## src/rtl/dmac_pkg.sv

```systemverilog
package dmac_pkg;

  typedef enum logic [1:0] {
    ST_IDLE  = 2'd0,
    ST_FETCH = 2'd1,
    ST_RUN   = 2'd2
  } dmac_state_e;

  // descriptor word offsets (fetch order)
  localparam logic [1:0] OFS_NEXT   = 2'd0;
  localparam logic [1:0] OFS_COUNT  = 2'd1;
  localparam logic [1:0] OFS_MODIFY = 2'd2;
  localparam logic [1:0] OFS_INDEX  = 2'd3;

  // register select codes
  localparam logic SEL_CTRL  = 1'b0;
  localparam logic SEL_CHPTR = 1'b1;

endpackage

```

## src/rtl/dmac_cfg_regs.sv

```systemverilog
module dmac_cfg_regs
  import dmac_pkg::*;
#(
  parameter int AW = 16
) (
  input  logic          clk,
  input  logic          rst_n,
  input  logic          cfg_we,
  input  logic          cfg_sel,
  input  logic [AW-1:0] cfg_wdata,
  input  logic          idle,
  input  logic          desc_next_we,
  input  logic [AW-1:0] desc_next,
  output logic          chain_en,
  output logic [AW-1:0] chptr,
  output logic          start_evt
);

  logic wr_ctrl;
  logic wr_ptr;

  assign wr_ctrl = cfg_we && (cfg_sel == SEL_CTRL);
  assign wr_ptr  = cfg_we && (cfg_sel == SEL_CHPTR);

  // a software write of the pointer wins over a descriptor load in the same cycle
  always_ff @(posedge clk or negedge rst_n) begin
    if (!rst_n) begin
      chain_en <= 1'b0;
      chptr    <= '0;
    end else begin
      if (wr_ctrl) chain_en <= cfg_wdata[0];
      if (wr_ptr)            chptr <= cfg_wdata;
      else if (desc_next_we) chptr <= desc_next;
    end
  end

  assign start_evt = wr_ptr && chain_en && idle && (cfg_wdata != '0);

endmodule

```

## src/rtl/dmac_desc_fetch.sv

```systemverilog
module dmac_desc_fetch
  import dmac_pkg::*;
#(
  parameter int AW = 16
) (
  input  logic          clk,
  input  logic          rst_n,
  input  logic          begin_fetch,
  input  logic [AW-1:0] begin_addr,
  input  logic          active,
  input  logic          gnt,
  output logic [AW-1:0] fetch_addr,
  output logic [1:0]    word_idx,
  output logic          word_last
);

  logic [AW-1:0] base_q;
  logic [1:0]    widx_q;

  function automatic logic [AW-1:0] desc_word_addr(input logic [AW-1:0] base,
                                                   input logic [1:0]    ofs);
    return base + AW'(ofs);
  endfunction

  always_ff @(posedge clk or negedge rst_n) begin
    if (!rst_n) begin
      base_q <= '0;
      widx_q <= '0;
    end else if (begin_fetch) begin
      base_q <= begin_addr;
      widx_q <= OFS_NEXT;
    end else if (active && gnt) begin
      widx_q <= widx_q + 2'd1;
    end
  end

  assign fetch_addr = desc_word_addr(base_q, widx_q);
  assign word_idx   = widx_q;
  assign word_last  = (widx_q == OFS_INDEX);

endmodule

```

## src/rtl/dmac_xfer_engine.sv

```systemverilog
module dmac_xfer_engine
  import dmac_pkg::*;
#(
  parameter int AW = 16
) (
  input  logic          clk,
  input  logic          rst_n,
  input  logic          load_we,
  input  logic [1:0]    load_sel,
  input  logic [AW-1:0] load_word,
  input  logic          step,
  output logic [AW-1:0] index,
  output logic [AW-1:0] modify,
  output logic [AW-1:0] count,
  output logic          count_zero
);

  function automatic logic [AW-1:0] next_index(input logic [AW-1:0] idx,
                                               input logic [AW-1:0] mod);
    return idx + mod;
  endfunction

  function automatic logic [AW-1:0] next_count(input logic [AW-1:0] c);
    return c - AW'(1);
  endfunction

  always_ff @(posedge clk or negedge rst_n) begin
    if (!rst_n) begin
      index  <= '0;
      modify <= '0;
      count  <= '0;
    end else if (load_we) begin
      case (load_sel)
        OFS_COUNT:  count  <= load_word;
        OFS_MODIFY: modify <= load_word;
        OFS_INDEX:  index  <= load_word;
        default:    ;
      endcase
    end else if (step) begin
      index <= next_index(index, modify);
      count <= next_count(count);
    end
  end

  assign count_zero = (count == '0);

endmodule

```

## src/rtl/dmac_chain_loader.sv

```systemverilog
module dmac_chain_loader
  import dmac_pkg::*;
#(
  parameter int AW = 16
) (
  input  logic          clk,
  input  logic          rst_n,
  input  logic          cfg_we,
  input  logic          cfg_sel,
  input  logic [AW-1:0] cfg_wdata,
  output logic          mem_req,
  output logic [AW-1:0] mem_addr,
  output logic          mem_is_xfer,
  input  logic          mem_gnt,
  input  logic [AW-1:0] mem_rdata,
  output logic          busy,
  output logic          chain_done
);

  dmac_state_e   state_q, state_d;

  // named internal events
  logic          fetch_active;
  logic          run_active;
  logic          seq_end;
  logic          chain_go;
  logic          begin_fetch;
  logic [AW-1:0] begin_addr;
  logic          desc_take;
  logic          desc_next_we;
  logic          xfer_step;

  logic          chain_en;
  logic [AW-1:0] chptr;
  logic          start_evt;
  logic [AW-1:0] fetch_addr;
  logic [1:0]    fetch_widx;
  logic          word_last;
  logic [AW-1:0] xfer_index;
  logic [AW-1:0] xfer_modify;
  logic [AW-1:0] xfer_count;
  logic          count_zero;

  assign fetch_active = (state_q == ST_FETCH);
  assign run_active   = (state_q == ST_RUN);
  assign seq_end      = run_active && count_zero;
  assign chain_go     = seq_end && chain_en && (chptr != '0);
  assign begin_fetch  = start_evt || chain_go;
  assign begin_addr   = start_evt ? cfg_wdata : chptr;
  assign desc_take    = fetch_active && mem_gnt;
  assign desc_next_we = desc_take && (fetch_widx == OFS_NEXT);
  assign xfer_step    = run_active && !count_zero && mem_gnt;

  dmac_cfg_regs #(.AW(AW)) u_cfg (
    .clk          (clk),
    .rst_n        (rst_n),
    .cfg_we       (cfg_we),
    .cfg_sel      (cfg_sel),
    .cfg_wdata    (cfg_wdata),
    .idle         (state_q == ST_IDLE),
    .desc_next_we (desc_next_we),
    .desc_next    (mem_rdata),
    .chain_en     (chain_en),
    .chptr        (chptr),
    .start_evt    (start_evt)
  );

  dmac_desc_fetch #(.AW(AW)) u_fetch (
    .clk         (clk),
    .rst_n       (rst_n),
    .begin_fetch (begin_fetch),
    .begin_addr  (begin_addr),
    .active      (fetch_active),
    .gnt         (mem_gnt),
    .fetch_addr  (fetch_addr),
    .word_idx    (fetch_widx),
    .word_last   (word_last)
  );

  dmac_xfer_engine #(.AW(AW)) u_xfer (
    .clk        (clk),
    .rst_n      (rst_n),
    .load_we    (desc_take && (fetch_widx != OFS_NEXT)),
    .load_sel   (fetch_widx),
    .load_word  (mem_rdata),
    .step       (xfer_step),
    .index      (xfer_index),
    .modify     (xfer_modify),
    .count      (xfer_count),
    .count_zero (count_zero)
  );

  always_comb begin
    state_d = state_q;
    unique case (state_q)
      ST_IDLE:  if (start_evt) state_d = ST_FETCH;
      ST_FETCH: if (mem_gnt && word_last) state_d = ST_RUN;
      ST_RUN:   if (seq_end) state_d = chain_go ? ST_FETCH : ST_IDLE;
      default:  state_d = ST_IDLE;
    endcase
  end

  always_ff @(posedge clk or negedge rst_n) begin
    if (!rst_n) state_q <= ST_IDLE;
    else        state_q <= state_d;
  end

  assign mem_req     = fetch_active || (run_active && !count_zero);
  assign mem_is_xfer = run_active;
  assign mem_addr    = fetch_active ? fetch_addr : xfer_index;
  assign busy        = (state_q != ST_IDLE);
  assign chain_done  = seq_end && !chain_go;

endmodule

```

## config.mk

```make
export PLATFORM = sky130hd
export DESIGN_NAME = dmac_chain_loader
export DESIGN_NICKNAME = d
export VERILOG_FILES = /design/src/rtl/dmac_pkg.sv /design/src/rtl/dmac_cfg_regs.sv /design/src/rtl/dmac_desc_fetch.sv /design/src/rtl/dmac_xfer_engine.sv /design/src/rtl/dmac_chain_loader.sv
export SDC_FILE = /design/constraint.sdc
export NUM_CORES = 1
export LEC_CHECK = 0
export ABC_AREA = 1
export CAP_MARGIN = 10
export CORE_MARGIN = 2
export CORE_UTILIZATION = 58
export DETAILED_ROUTE_END_ITERATION = 10
export GPL_TIMING_DRIVEN = 0
export PLACE_DENSITY_LB_ADDON = 0.25
export SLEW_MARGIN = 10
export SYNTH_ARGS = -nofsm -noshare
export SYNTH_HDL_FRONTEND = slang
export SYNTH_SLANG_ARGS = --single-unit
```

## constraint.sdc

```tcl
create_clock -name clk -period 3.22 [get_ports clk]
set_clock_uncertainty 0.15 [all_clocks]
set_input_delay 0.644 -clock clk [delete_from_list [all_inputs] [get_ports clk]]
set_output_delay 0.644 -clock clk [all_outputs]
set_load 0.02 [all_outputs]
```

-- Word-level counts from Yosys, hierarchy flattened
Cells that the tools add are included.
- ROM bits: 0
- output and inout bits: 20
- input bits: 37
- bits in registers: 85
- memories kept: 0
- memory bits (writable): 0
- word-level logic and storage cells: 73
- latch bits: 0
- order comparisons: 0
- $mul: 0
- add/sub/neg operators: 4
- div/mod/pow operators: 0
- eq/ne operators: 10
- reduce and logical (&&, ||, !) cells: 33
- multiplexer cells: 17
- shift-type cells: 0
- bitwise logic cells: 1
- operators with widths (operator ; number):
    $mux W16 ; 10
    $reduce_bool A16 Y1 ; 2
    $add A16 B16 Y16 ; 1
    $add A16 B2 Y16 ; 1
    $logic_not A16 Y1 ; 1
    $sub A16 B1 Y16 const B ; 1
    $logic_and A1 B1 Y1 ; 15
    $mux W2 ; 5
    $reduce_bool A2 Y1 ; 5
    $eq A2 B2 Y1 const B ; 3
    $ne A2 B2 Y1 const B ; 3
    $pmux W2 S3 ; 1
    $reduce_and A2 Y1 ; 3
    $eq A2 B1 Y1 const B ; 2
    $logic_not A2 Y1 ; 2
    $ne A2 B1 Y1 const B ; 2
    $reduce_and A3 Y1 ; 1
    $add A2 B1 Y2 const B ; 1
    $logic_not A1 Y1 ; 2
    $logic_or A1 B1 Y1 ; 2
    $mux W1 ; 1
    $not A1 Y1 ; 1

-- Depth between registers and ports, before layout
Gate-level depths: netlist of run 1.
- depth in word-level cells: 7
- mapped depth: 12
- mapped depth without buffers: 12

-- By module
A second synthesis of run 1 with hierarchy kept.
- cell total of the unflattened synthesis: 867
- area total of the unflattened synthesis: 6219.7 sq um
- modules (own cells, without submodules) (module ; instances ; cells each ; seq. area each (sq um) ; area an instance (sq um)):
    dmac_xfer_engine ; 1 ; 457 ; 1201.2 ; 3464.6
    dmac_desc_fetch ; 1 ; 150 ; 450.4 ; 1128.6
    dmac_cfg_regs ; 1 ; 110 ; 425.4 ; 988.4
    dmac_chain_loader ; 1 ; 150 ; 50.0 ; 638.1

-- Worst setup path after synthesis of run 1
No wires, ideal clock.
- kind: register to output
- start point: reg u_fetch.widx_q[0] (netlist: u_fetch.word_idx[0])
- end point: out mem_addr[10]
- path buffers: 0
- arrival time: 2.206 ns
- cell stages (with the launch flop): 11
- slack: 0.220 ns
- data required time: 2.426 ns
- cell sequence: dfrtp_1 -> ha_1 -> inv_1 -> fa_1 -> inv_1 -> nand2_1 -> nor3_2 -> nand3_1 -> nor2_1 -> a21oi_1 -> o21ai_0
- word-level cells in the longest chain between the ends: 2
- RTL lines (element ; RTL line ; RTL):
    start: declaration ; dmac_desc_fetch.sv:18 ; logic [1:0] widx_q;
    start signal: assignment ; dmac_desc_fetch.sv:33 ; widx_q <= widx_q + 2'd1;
    $add A16 B2 Y16 ; dmac_desc_fetch.sv:22 ; return base + AW'(ofs);
    $mux W16 ; dmac_chain_loader.sv:110 ; assign mem_addr = fetch_active ? fetch_addr : xfer_index;
    end: declaration ; dmac_chain_loader.sv:12 ; output logic [AW-1:0] mem_addr,
No other way between the ends.

-- Worst setup path in the final report of run 1
- start point: reg u_fetch.base_q[0]
- end point: out mem_addr[10]
- word-level cells in the longest chain between the ends: 2
- RTL lines (element ; RTL line ; RTL):
    start: declaration ; dmac_desc_fetch.sv:17 ; logic [AW-1:0] base_q;
    start signal: assignment ; dmac_desc_fetch.sv:30 ; base_q <= begin_addr;
    $add A16 B2 Y16 ; dmac_desc_fetch.sv:22 ;
    $mux W16 ; dmac_chain_loader.sv:110 ;
No other way between the ends.

==> impl_metrics.yaml, run 1 <==
pwr:
  power.total_mw: 6.88
  p_leak_nw: 3.61
  ir_worst_vdd_v: 0.000574
  cellPowerDensity_nw_per_um2: 977
placement:
  place_ws_ns: -0.486
  place.gp.congestion: 0.953
  io_buffers: 56
  hpwl_um: 13300
  placed_cell_area_um2: 6700
  post-place-cells: 1046
setup_path:
  cpMostUsedCell: "inv_2"
  slowest_stage: "dfrtp_1"
  cp_top_family: "adder cells"
  path_cells: "ha_2, inv_2, fa_2, inv_2, nand2_4, nor3_4, nand3_2, nor2_4, a21oi_1, o21ai_1, buf_2"
  cpPeakStageDelay_ns: 0.38
  reg2reg_from: "u_fetch.word_idx[0]$_DFFE_PN0P_"
  r2r-end: "u_xfer.index[13]$_DFFE_PN0P_"
  worstSetupEndpointType: "primary output"
  crit_type: "flop to primary output"
  path_buf_inv: 3
  critPathArrivalTime_ns: 2.38
  regToRegSetupSlack_ns: 0.99
  start_kind: "flop"
  path_max_fanout: 4
  required_ns: 2.43
  rr_worst_depth: 8
routing:
  vias_per_cell: 5.62
  drt-pass1-iter-count: 6
  post-route-drc-count: 0
  vias: 6004
  routedWlPerCell_um: 16.2
  drt-initial-drc-count: 421
  finalWirelength_um: 17300
  ant_nets: 0
yosys:
  ys_seq_area_frac: 0.358
  ys.flop_type: "dfrtp_1"
  async_flop_share: 1.00
  synth_cell_types: 39
  synth.area.top_cells: "dfrtp_1 36%, nand2_1 15%, inv_1 8.3%"
  ys_top_cells_by_count: "244 x nand2_1, 131 x inv_1, 85 x dfrtp_1"
  syn_avg_cell_area_um2: 6.95
  synth_edf_count: 0
  synth_top_area_cell: "dfrtp_1"
  synthesis.nets: 917
  synth_seq_cells: 85
  syn_area_um2: 5950
  ys_warn_count: 0
  syn_inst: 856
  yosysMostFrequentCell: "nand2_1"
  synth.top_cell.area_share: 0.358
finish:
  diodes: 0
  synthToLayoutAreaGrowth_pct: 18.4
  fill_cells: 816
  fin_area_um2: 7040
  stdcell_count: 1069
  drive_above_1_share: 0.119
  num-nets-final: 992
  fin_util: 0.714
sta:
  timing.final.crit_share: 0.985
  hold_violations: 0
  tightestPinTransition_ns: 0.655
  max_freq_mhz: 315
  drv_slew: 0
  fin_worst_hold_slack_ns: 0.0846
  setup_ws_ns: 0.0470
  min_period_ns: 3.17
  fin_setup_tns_ns: 0
  rsz0062_at_grt: "true"
  maxSlewHeadroom: 0.563
  setup_viol: 0
clock_network:
  hold_buffers: 0
  cts_tree: "built"
  cts_sinks: 85
  cts_root_buffer: "clkbuf_8"
  cts_buffers: 9
  cts_htree_levels: 3
  clock_path_buffers: 2
  insertion_delay_ns: 0.38
  clk_pin_slew_ns: 0.09
global_route:
  grt.total_usage: 0.323
  grt_pass1_vias: 5880
  overflow: 0
  grt_pass1_wl_um: 28300
  antenna_found_initial: 0
  grt_max_degree: 51
die:
  start_util: 0.603
  io_pins: 57
  rows: 36
  design.die.area_um2: 11100
  dieWidth_um: 105
  core_um2: 9860
  die_h_um: 105
min_path:
  min_path_type: "input port to async pin"
run_status:
  outcome: "finished, final reports clean"
flow_run:
  cap_violations: 0
## kinds of logic (layout without fill, tap and decap cells)
logic type / after synthesis / count (layout) / share of synthesized area
and+or+nand+nor: 409 / 409 / 0.294
buffers and inverters: 163 / 243 / 0.113
AOI/OAI and AO/OA: 155 / 155 / 0.151
DFF: 85 / 85 / 0.358
adders and majority gates: 24 / 24 / 0.0530
xor gates and xnor gates: 17 / 17 / 0.0250
muxes: 3 / 3 / 0.00568
## layout make-up
class	count	area, µm²	area share
multi-input cells	608	3200	0.454
inverters	136	510	0.0725
clock inverters	5	106	0.0151
plain buffers	27	165	0.0235
flip-flops and latches	85	2130	0.302
clock buffers	11	151	0.0215
well taps	133	166	0.0236
repair buffers	64	617	0.0876
## registers in the layout (all words and copies together), names as in the netlist
register / flops
state_q: 2
u_xfer.modify: 16
u_xfer.index: 16
u_fetch.word_idx: 2
u_xfer.count: 16
u_cfg.chptr: 16
u_fetch.base_q: 16
u_cfg.chain_en: 1
## power by group
group | internal (mW) | total [mW] | switching (mW)
clock network | 0.559 | 0.987 | 0.427
registers | 1.54 | 1.95 | 0.400
logic | 1.47 | 3.95 | 2.47
total | 3.58 | 6.88 | 3.30
## metal layers
| metal | GRT usage | up-vias | wire length (µm) |
|---|---|---|---|
| li1 | - | 2872 | - |
| met3 | 0.0581 | 35 | 1290 |
| met2 | 0.520 | 251 | 8110 |
| met5 | 0 | - | 0 |
| met4 | 0.109 | 0 | 473 |
| met1 | 0.440 | 2846 | 7430 |
## how the worst max path moves through the flow
stage / cells past startpoint / end / slack, ns / start
2_1_floorplan: 10 / mem_addr[10] / 0.22 / u_fetch.word_idx[0]$_DFFE_PN0P_
3_3_place_gp: 1 / u_cfg.chptr[2]$_DFFE_PN0P_ / -1.78 / rst_n
3_5_place_dp: 11 / mem_addr[10] / -0.49 / u_fetch.word_idx[0]$_DFFE_PN0P_
4_1_cts: 12 / mem_addr[10] / -0.04 / u_fetch.base_q[0]$_DFFE_PN0P_
5_1_grt: 12 / mem_addr[10] / -0.08 / u_fetch.base_q[0]$_DFFE_PN0P_
6_report: 11 / mem_addr[10] / 0.05 / u_fetch.base_q[0]$_DFFE_PN0P_
## cell usage in the layout (no fill, tap or decap), types with 8 or more instances in the layout
cell	count
a21oi_1	28
a31oi_1	9
buf_2	11
buf_4	8
buf_6	8
clkbuf_1	11
clkbuf_8	11
clkdlybuf4s50_1	40
dfrtp_1	84
ha_1	21
inv_1	128
inv_2	8
nand2_1	242
nand2_2	9
nand3_1	34
nand4_1	15
nor2_1	73
nor3_1	8
o211ai_1	13
o21ai_0	76
o21ai_1	10
o21ai_2	13
xor2_1	16
## repair_timing
| action | 4_1_cts | 5_1_grt |
|---|---|---|
| pin swaps | 2 | 9 |
| setup buffers | 6 | 2 |
| setup endpoints to repair | 16 | 15 |
| gates resized for setup | 43 | 26 |
| hold endpoints to repair | 0 | 0 |
Note: power is estimated with default switching activity, not from simulation.
==> run 2, diff against run 1 <==
GPL_ROUTABILITY_DRIVEN = 1   (was not set)
==> results of run 2 <==
The final DEF is identical to that of run 1; final timing and power are the same.
